### src/rtl/fan_tach_pkg.sv
package fan_tach_pkg;

    // Reference divide selection; the reset coding selects the slowest rate.
    typedef enum logic [1:0] {
        DIV_BY_16 = 2'b00,
        DIV_BY_8  = 2'b01,
        DIV_BY_4  = 2'b10,
        DIV_BY_2  = 2'b11
    } div_sel_e;

    localparam int unsigned MAX_RATIO  = 16;
    localparam int unsigned PRE_W      = $clog2(MAX_RATIO);
    localparam int unsigned TACH_CNT_W = 8;
    localparam int unsigned SYNC_DEPTH = 2;

    // Synchronized view of the tach pin.
    typedef struct packed {
        logic level;
        logic rise;
        logic fall;
    } tach_evt_t;

    function automatic int unsigned div_ratio(div_sel_e sel);
        return MAX_RATIO >> sel;
    endfunction

endpackage

### src/rtl/tach_sync_edge.sv
module tach_sync_edge
    import fan_tach_pkg::*;
#(
    parameter int unsigned STAGES = SYNC_DEPTH
) (
    input  logic      clk,
    input  logic      rst,
    input  logic      pin_i,
    output tach_evt_t evt_o
);
    // sh_q[STAGES-1] is the synchronized level, sh_q[STAGES] its previous value
    logic [STAGES:0] sh_q;

    always_ff @(posedge clk) begin
        if (rst) sh_q <= '0;
        else     sh_q <= {sh_q[STAGES-1:0], pin_i};
    end

    always_comb begin
        evt_o.level = sh_q[STAGES-1];
        evt_o.rise  = sh_q[STAGES-1] & ~sh_q[STAGES];
        evt_o.fall  = ~sh_q[STAGES-1] & sh_q[STAGES];
    end


    edge_pulse_chk: assert property (@(posedge clk) disable iff (rst)
        evt_o.rise |=> !evt_o.rise);

endmodule

### src/rtl/tach_prescaler.sv
module tach_prescaler
    import fan_tach_pkg::*;
#(
    parameter int unsigned W = PRE_W
) (
    input  logic     clk,
    input  logic     rst,
    input  logic     base_tick_i,
    input  div_sel_e sel_i,
    input  logic     restart_i,
    output logic     tick_o
);
    logic [W-1:0] pre_q;
    logic [W-1:0] last_val;
    logic         wrap;

    assign last_val = W'(div_ratio(sel_i) - 1);
    // >= keeps the wrap safe if the selection shrinks mid-interval
    assign wrap     = (pre_q >= last_val);
    assign tick_o   = base_tick_i && !restart_i && wrap;

    always_ff @(posedge clk) begin
        if (rst || restart_i) pre_q <= '0;
        else if (base_tick_i) pre_q <= wrap ? '0 : pre_q + 1'b1;
    end


    restart_zero_chk: assert property (@(posedge clk) disable iff (rst)
        restart_i |=> (pre_q == '0));


    tick_needs_base_chk: assert property (@(posedge clk) disable iff (rst)
        tick_o |-> base_tick_i);

endmodule

### src/rtl/tach_period_counter.sv
module tach_period_counter #(
    parameter int unsigned CNT_W = 8
) (
    input  logic             clk,
    input  logic             rst,
    input  logic             edge_i,
    input  logic             tick_i,
    output logic [CNT_W-1:0] count_o,
    output logic             ovf_o
);
    localparam logic [CNT_W-1:0] CNT_MAX = '1;

    logic [CNT_W-1:0] cnt_q;
    logic [CNT_W-1:0] res_q;
    logic             ovf_q;

    always_ff @(posedge clk) begin
        if (rst) begin
            cnt_q <= '0;
            res_q <= CNT_MAX;
            ovf_q <= 1'b0;
        end else if (edge_i) begin
            res_q <= cnt_q;
            cnt_q <= '0;
            ovf_q <= 1'b0;
        end else if (tick_i) begin
            if (cnt_q == CNT_MAX) begin
                ovf_q <= 1'b1;
                res_q <= CNT_MAX;
            end else begin
                cnt_q <= cnt_q + 1'b1;
            end
        end
    end

    assign count_o = res_q;
    assign ovf_o   = ovf_q;


    ovf_forces_max_chk: assert property (@(posedge clk) disable iff (rst)
        $rose(ovf_q) |-> (res_q == CNT_MAX));


    ovf_hold_chk: assert property (@(posedge clk) disable iff (rst)
        (ovf_q && !edge_i) |=> ovf_q);


    edge_clear_chk: assert property (@(posedge clk) disable iff (rst)
        edge_i |=> ((cnt_q == '0) && !ovf_q));


    res_hold_chk: assert property (@(posedge clk) disable iff (rst)
        !edge_i |=> ($stable(res_q) || (res_q == CNT_MAX)));

endmodule

### src/rtl/fan_tach_meter.sv
module fan_tach_meter
    import fan_tach_pkg::*;
#(
    parameter int unsigned CNT_W  = TACH_CNT_W,
    parameter int unsigned STAGES = SYNC_DEPTH
) (
    input  logic             clk,
    input  logic             rst,
    input  logic             base_tick,
    input  logic [1:0]       div_sel,
    input  logic             tach_pin,
    output logic [CNT_W-1:0] tach_count,
    output logic             tach_ovf
);
    tach_evt_t evt;
    logic      ref_tick;

    tach_sync_edge #(.STAGES(STAGES)) u_sync (
        .clk   (clk),
        .rst   (rst),
        .pin_i (tach_pin),
        .evt_o (evt)
    );

    tach_prescaler #(.W(PRE_W)) u_pre (
        .clk         (clk),
        .rst         (rst),
        .base_tick_i (base_tick),
        .sel_i       (div_sel_e'(div_sel)),
        .restart_i   (evt.rise),
        .tick_o      (ref_tick)
    );

    tach_period_counter #(.CNT_W(CNT_W)) u_cnt (
        .clk     (clk),
        .rst     (rst),
        .edge_i  (evt.rise),
        .tick_i  (ref_tick),
        .count_o (tach_count),
        .ovf_o   (tach_ovf)
    );

endmodule

### config.mk
export PLATFORM = sky130hd
export DESIGN_NAME = fan_tach_meter
export DESIGN_NICKNAME = d
export VERILOG_FILES = /design/src/rtl/fan_tach_pkg.sv /design/src/rtl/tach_sync_edge.sv /design/src/rtl/tach_prescaler.sv /design/src/rtl/tach_period_counter.sv /design/src/rtl/fan_tach_meter.sv
export SDC_FILE = /design/constraint.sdc
export NUM_CORES = 1
export LEC_CHECK = 0
export BUFFER_PORTS_ARGS = -buffer_cell sky130_fd_sc_hd__buf_4
export CAP_MARGIN = 20
export CORE_MARGIN = 5
export CORE_UTILIZATION = 30
export CTS_CLUSTER_DIAMETER = 120
export DETAILED_ROUTE_END_ITERATION = 10
export MAX_ROUTING_LAYER = met4
export PLACE_DENSITY = 0.59
export SYNTH_ARGS = -nofsm -noshare
export SYNTH_HDL_FRONTEND = slang
export SYNTH_SLANG_ARGS = --single-unit
### constraint.sdc
create_clock -name clk -period 4.3 [get_ports clk]
set_clock_uncertainty 0.05 [all_clocks]
set_input_delay 0 -clock clk [delete_from_list [all_inputs] [get_ports clk]]
set_output_delay 0 -clock clk [all_outputs]
set_load 0.02 [all_outputs]
; Word-level counts from Yosys, hierarchy flattened
; Index checks and enable logic that the tools add are counted.
; W data, S select, Z words.
[totals]
in_bits = 6
elab_cells = 28
register_bits = 24
out_inout_bits = 9
[op_classes]
bitwise_logic = 3
n_reduce_logical = 10
eq_ne = 1
order_cmp = 1
shift = 1
muxes = 4
addsub = 3
[op_table]
columns = cell, n
row1 = $mux W8, 3
row2 = $add A8 B1 Y8 const B, 1
row3 = $eq A8 B8 Y1 const B, 1
row4 = $reduce_and A2 Y1, 3
row5 = $shr A5 B2 Y4 const A, 1
row6 = $add A4 B1 Y4 const B, 1
row7 = $ge A4 B4 Y1, 1
row8 = $mux W4, 1
row9 = $reduce_bool A2 Y1, 2
row10 = $sub A4 B1 Y4 const B, 1
row11 = $logic_and A1 B1 Y1, 2
row12 = $not A1 Y1, 2
row13 = $reduce_or A2 Y1, 1
row14 = $and A1 B1 Y1, 1
row15 = $logic_not A1 Y1, 1
row16 = $logic_or A1 B1 Y1, 1

; Logic depth before layout (Yosys ltp)
; Gate-level depths: netlist (run 1).
[depth]
word_depth = 7
mapped_depth = 7
depth_no_buf = 6

; Hierarchy
; A second synthesis (run 1) with hierarchy kept.
[hier_totals]
hier_cells = 137
hier_area_um2 = 1199.9
[by_module_without_submodules]
columns = mod, cells_per_inst, area_each_um2, n_inst, seq_area_each_um2
row1 = tach_period_counter, 95, 807.0, 1, 340.3
row2 = tach_prescaler, 33, 294.0, 1, 80.1
row3 = tach_sync_edge, 9, 98.8, 1, 60.1

; Worst setup path before layout (run 1)
; No wires, ideal clock.
[synth_timing]
path_kind = flip-flop to flip-flop
from = register u_pre.pre_q[3]
to = register u_cnt.cnt_q[3]
slack_ns = 2.566
path_stages_with_launch = 7
t_required_ns = 4.180
n_path_buf = 1
synth_period_minus_slack_ns = 1.734
t_arrival_ns = 1.614
setup_ns = 0.070
cell_sequence = dfxtp_1 > ha_1 > nand3_2 > o22a_1 > buf_6 > or4_1 > a21oi_1
[synth_between]
elab_chain_len = 3
[synth_lines]
columns = item, line_no
row1 = start: declaration, tach_prescaler.sv:13  ; logic [W-1:0] pre_q;
row2 = start signal: assignment, tach_prescaler.sv:24  ; else if (base_tick_i) pre_q <= wrap ? '0 : pre_q + 1'b1;
row3 = $ge A4 B4 Y1, tach_prescaler.sv:19  ; assign wrap = (pre_q >= last_val);
row4 = $logic_and A1 B1 Y1, tach_prescaler.sv:20  ; assign tick_o = base_tick_i && !restart_i && wrap;
row5 = $reduce_and A2 Y1 (no line), -
row6 = end signal: assignment, tach_period_counter.sv:31  ; cnt_q <= cnt_q + 1'b1;
row7 = end: declaration, tach_period_counter.sv:13  ; logic [CNT_W-1:0] cnt_q;
; Every way passes these cells.
; A chain may end at the register's enable or synchronous reset.

; Worst setup path in the final report (run 1)
[layout_timing]
from = register u_pre.pre_q[1]
to = register u_cnt.cnt_q[3]
; Same word-level chain as after synthesis.

==> results.txt, run 1 <==
top cell type's share of synthesized area: 43.79%
Root Driver: clkbuf_8
Slew Viols, Final: 0
critical path data arrival time: 2.06 ns
DR DRC count: 0
Final nets: 140
TritonCTS clock tree: done
die footprint: 4967 um2
max_slew headroom: 49.40%
TritonCTS buffer count: 3
Skew-Pair Late Insertion Delay: 0.26 ns
area leader, netlist: dfxtp_1
Initial DRT Pass Iterations: 4
crit path kind: reg2reg
power density cells: 326.2 nW/um2
num ports: 15
synthesis-to-finish area growth: 19.27%
die height: 70.48 um
Port Buffers: 14
top post-synthesis cells by area: dfxtp_1 (44%), o22a_1 (6.4%), ha_1 (5.7%)
Hold Vio Cnt, Final: 0
count of cell types in the netlist: 35
first-pass GRT wire length: 3698 um
routed via count: 912
period utilisation layout: 44.39%
Rows: 22
leak pwr: 0.4911 nW
HPWL Detailed: 1635 um
CTS Buffer Depth: 2
share of cells above drive strength 1: 16.41%
min Tclk post-route: 1.909 ns
critical path startpoint category: register
final setup vio count: 0
register area share after synthesis: 43.79%
Core Region: 3606 um2
required time worst endpoint: 4.45 ns
initial antenna violation count: 0
grt total ovfl: 0
synthesized flop and latch total: 24
status: finished, final reports clean
crit path max fanout: 10
average wire per standard cell: 12.56 um
WHS: 0.3914 ns
Slew @ Worst Pin: 0.7574 ns
Worst Hold Class: reg2reg
fmax: 523.9 MHz
Global Route Usage Sum: 9.180%
Horiz. Die Dim: 70.48 um
synthesized area: 1097 um2
peak supply drop: 180.8 uV
total wire length: 2210 um
syn nets: 124
clock tree sinks: 24
RSZ-0062 raised after global routing: no
Crit. End Element: register
Max-cap violations: 0
Initial Utilization: 30.43%
1st-iter DRT viols: 52
Syn. warnings: 0
Routability Congestion: 0.8817
DR vias/cell: 5.182
commonest non-fill, non-tap cell in the layout: dfxtp_1
antenna cells: 0
clk slew on worst S/H paths: 0.08 ns
Final ANT Viol Nets: 0
Syn Inst Count: 113
number of global-route vias before repair: 822
most frequent cells in the layout: dfxtp_1 (24), buf_4 (14), nor2_1 (8), o22a_1 (8), nand2_1 (7)
total setup buffers inserted after CTS: 0
H-tree depth: 1
largest net degree at the start of global routing: 14
setup TNS: 0 ns
Syn Area/Cell: 9.711 um2
worst paths after layout:
path | startpoint | depth (start not counted) | slack [ns] | endpoint
setup / recovery | u_pre.pre_q[1]$_SDFFE_PP0P_ | 5 | 2.39 | u_cnt.cnt_q[3]$_SDFFE_PP0P_
hold reg to reg | u_sync.sh_q[0]$_SDFF_PP0_ | 1 | 0.39 | u_sync.sh_q[1]$_SDFF_PP0_
setup reg to reg | u_pre.pre_q[1]$_SDFFE_PP0P_ | 5 | 2.39 | u_cnt.cnt_q[3]$_SDFFE_PP0P_
hold / removal | u_sync.sh_q[0]$_SDFF_PP0_ | 1 | 0.39 | u_sync.sh_q[1]$_SDFF_PP0_
sequential cells by signal, summed over array words and instances, names as in the netlist:
signal,count
u_sync.sh_q,3
u_pre.pre_q,4
u_cnt.count_o,8
u_cnt.cnt_q,8
u_cnt.ovf_o,1
Yosys cell counts:
library cell  number
xnor2_1            1
xor2_1             2
or2_2              1
or4b_1             1
and2_1             1
a31oi_1            2
and4_4             1
o31ai_1            3
a21o_1             1
o22a_1             8
and4_1             1
or4_1              1
o22ai_1            1
o21bai_1           1
a41oi_1            1
buf_6              3
a211oi_1           2
a21oi_1            6
nand3_1            4
mux2i_1            4
nor4b_1            1
nor2_1             8
inv_1              1
nand3_2            1
nor2b_1            4
ha_1               5
nand3b_1           1
clkbuf_1           4
o41ai_1            1
or3_1              3
dfxtp_1           24
nand2b_1           3
nand2_1            7
nor4_1             2
nand4_1            3
worst max-delay path, cell delays in order, from the launching register on:
cell and delay, ns:
dfxtp_1 0.35, ha_1 0.29, a21oi_1 0.08, o22a_1 0.35, or4_1 0.58, a21oi_1 0.15
timing repair:
action                                 4_1_cts  5_1_grt
endpoints found under the hold margin        5        0
hold buffers                                 4        0
resized for setup                            0        0
layout make-up:
cell class	count	area (um2)
Clock buffer	4	55.05
Timing Repair Buffer	18	145.1
Inverter	1	3.754
Sequential cell	24	480.5
Tap cell	48	60.06
Multi-Input combinational cell	81	564.3
Fill cell	360	2297
routing by layer:
layer  vias to the layer above  routed length (um)  share of wire (%)  global-route usage (%)
li1                        452                   -                  -                       -
met1                       431                1000                 45                   11.28
met2                        27                1048                 47                   13.41
met3                         2                 148                6.7                   3.885
met4                         0                  13               0.59                   3.191
met5                         -                   0                  0                       -
metrics by stage:
| step | worst slack, ns | cells | util [%] | instance area (um2) | total power, W |
|---|---|---|---|---|---|
| detailed placement | 2.355 | 168 | 33.66 | 1214 | 0.0002807 |
| global placement | 2.439 | 168 | 33.66 | 1214 | 0.0002789 |
| floorplan | 2.566 | 113 | - | 1097 | 0.0002670 |
| finish | 2.391 | 176 | 36.29 | 1309 | 0.0004269 |
| global route | 2.340 | 176 | 36.29 | 1309 | 0.0004461 |
| CTS | 2.430 | 176 | 36.29 | 1309 | 0.0004319 |
logic make-up (layout without fill, tap and decap cells):
group	after synthesis	count (layout)	synth area share, %
adders and majority gates	5	5	5.701
xor gates and xnor gates	3	3	2.395
and+or+nand+nor	43	43	22.47
AOI/OAI and AO/OA	26	26	17.22
DFF	24	24	43.79
buffers and inverters	8	23	4.788
muxes	4	4	3.649
where the power goes:
group	leakage (nW)	internal [W]	switching (W)
clock network	0.0288	0.0000816	0.0000671
logic	0.267	0.0000212	0.0000228
registers	0.196	0.000229	0.00000491
(Power assumes the default switching activity.)
==> run 2: changes to the inputs <==
==> constraint.sdc (replaced) <==
create_clock -name clk -period 1.9 [get_ports clk]
set_clock_uncertainty 0.05 [all_clocks]
set_input_delay 0 -clock clk [delete_from_list [all_inputs] [get_ports clk]]
set_output_delay 0 -clock clk [all_outputs]
set_load 0.02 [all_outputs]
==> run 2 against run 1 <==
Net effect: largest cell class unchanged; critical endpoint is now u_cnt.count_o[2]$_SDFFE_PP1P_; global-route usage increased by 0.73 points; power increased to 2.5 times the previous value; via count increased by 2.4%.
==> results.txt, run 2 (synthesis gave the netlist of run 1 again) <==
status: finished, final reports clean
CP max stage delay: 0.33 ns (-0.25 ns)
DR vias/cell: 5.189 (+0.14%)
fmax: 549.8 MHz (+4.9%)
max_slew headroom: 73.53% (+24 points)
CP startpoint: u_pre.pre_q[3]$_SDFFE_PP0P_
TritonCTS buffer count: 3 (unchanged)
DR DRC count: 0 (unchanged)
die footprint: 4967 um2 (unchanged)
TritonCTS clock tree: done
Routability Congestion: 0.8834 (+0.19%)
most frequent cells in the layout: dfxtp_1 (24), buf_4 (18), nor2_1 (8), nand2_1 (7), o22a_1 (7)
crit path kind: reg2reg
cell area after layout: 1364 um2 (+4.2%)
Max-cap violations: 0 (unchanged)
peak supply drop: 500.9 uV (+180%)
synthesis-to-finish area growth: 24.29%
largest net degree at the start of global routing: 15 (+1)
CP bufs+invs: 1 (+1)
DP Area: 1244 um2 (+2.5%)
Crit. End Element: register
Horiz. Die Dim: 70.48 um (unchanged)
total wire length: 2359 um (+6.7%)
commonest non-fill, non-tap cell in the layout: dfxtp_1
Final nets: 144 (+2.9%)
critical path data arrival time: 1.94 ns (-0.12 ns)
antenna cells: 0 (unchanged)
share of cells above drive strength 1: 19.70% (+3.3 points)
final setup vio count: 0 (unchanged)
period utilisation layout: 95.73% (+51 points)
num ports: 15 (unchanged)
min Tclk post-route: 1.819 ns (-0.08998 ns)
initial antenna violation count: 0 (unchanged)
leak pwr: 0.5187 nW (+5.6%)
grt total ovfl: 0 (unchanged)
routed via count: 934 (+2.4%)
RSZ-0062 raised after global routing: no
Hold Vio Cnt, Final: 0 (unchanged)
H-tree depth: 1 (unchanged)
HPWL Detailed: 1734 um (+6.1%)
Rows: 22 (unchanged)
Core Region: 3606 um2 (unchanged)
critical path startpoint category: register
average wire per standard cell: 13.11 um (+4.4%)
die height: 70.48 um (unchanged)
Global Route Usage Sum: 9.915% (+0.73 points)
Port Buffers: 14 (unchanged)
Final ANT Viol Nets: 0 (unchanged)
1st-iter DRT viols: 41 (-21%)
Initial Utilization: 30.43% (unchanged)
Cell Chain, Critical Path: ha_1, a21oi_1, o22ai_1, buf_4, a21o_1, o22a_1
Initial DRT Pass Iterations: 4 (unchanged)
Worst Hold Class: reg2reg
Slew @ Worst Pin: 0.3935 ns (-0.3640 ns)
hold wc startpoint: u_sync.sh_q[0]$_SDFF_PP0_
delay-heaviest family, CP: compound AO/OA/AOI/OAI gates
required time worst endpoint: 2.02 ns (-2.43 ns)
Skew-Pair Late Insertion Delay: 0.27 ns (about the same)
Slew Viols, Final: 0 (unchanged)
setup TNS: 0 ns (unchanged)
FF-to-FF Start: u_pre.pre_q[3]$_SDFFE_PP0P_
first-pass GRT wire length: 3912 um (+5.8%)
CTS Buffer Depth: 2 (unchanged)
slowest cell on the critical path: dfxtp_1
number of global-route vias before repair: 882 (+7.3%)
fillers: 365 (+1.4%)
power density cells: 793.6 nW/um2 (+140%)
clk slew on worst S/H paths: 0.09 ns (about the same)
Root Driver: clkbuf_8
crit path max fanout: 7 (-3)
clock tree sinks: 24 (unchanged)
[run 2: what timing repair did]
action | CTS | global route
hold buffers | 4 | 0
gates resized for setup | 0 | 2
endpoints found under the setup margin | 0 | 4
setup buffers | 0 | 0
endpoints found under the hold margin | 6 | 0
[run 2: power by group]
group          total [W]  leakage, nW  internal (W)  switching, W
logic           0.000104        0.288     0.0000517     0.0000527
registers       0.000530        0.196      0.000519     0.0000109
clock network   0.000448       0.0357      0.000282      0.000166
[run 2: stage by stage]
step | worst slack [ns] | hold slack, ns | cells | power (W) | utilization (%)
floorplan | 0.1660 | 0.07818 | 113 | 0.0006042 | -
global route | 0.01570 | 0.4168 | 180 | 0.001123 | 37.82
CTS | 0.05983 | 0.3985 | 180 | 0.001091 | 37.58
global placement | 0.05659 | 0.1611 | 172 | 0.0006353 | 34.49
detailed placement | -0.01104 | 0.1671 | 172 | 0.0006393 | 34.49
finish | 0.08107 | 0.3923 | 180 | 0.001082 | 37.82
[run 2: worst register-to-register path, stage by stage (launching register included)]
cell and delay [ns]:
dfxtp_1 0.33, ha_1 0.33, a21oi_1 0.26, o22ai_1 0.12
buf_4 0.18, a21o_1 0.23, o22a_1 0.23
[run 2: metal layers]
| metal | global-route usage (%) | wire [um] |
|---|---|---|
| met5 | - | 0 |
| met4 | 2.340 | 13 |
| met3 | 4.317 | 137 |
| met2 | 16.42 | 1159 |
| met1 | 10.95 | 1049 |
[run 2: layout make-up]
class | count | area, um2 | area share (%)
multi-input cells | 81 | 573.1 | 42.02
inverters | 1 | 3.754 | 0.2752
well taps | 48 | 60.06 | 4.404
clock inverters | 1 | 30.03 | 2.202
repair buffers | 22 | 175.2 | 12.84
flip-flops and latches | 24 | 480.5 | 35.23
clock buffers | 3 | 41.29 | 3.028
[run 2: worst paths after layout]
path                                                 endpoint  slack, ns  depth (start not counted)
worst min register to register      u_sync.sh_q[1]$_SDFF_PP0_       0.39                          1
worst max register to register  u_cnt.count_o[2]$_SDFFE_PP1P_       0.08                          6
worst min-delay path                u_sync.sh_q[1]$_SDFF_PP0_       0.39                          1
worst max-delay path            u_cnt.count_o[2]$_SDFFE_PP1P_       0.08                          6
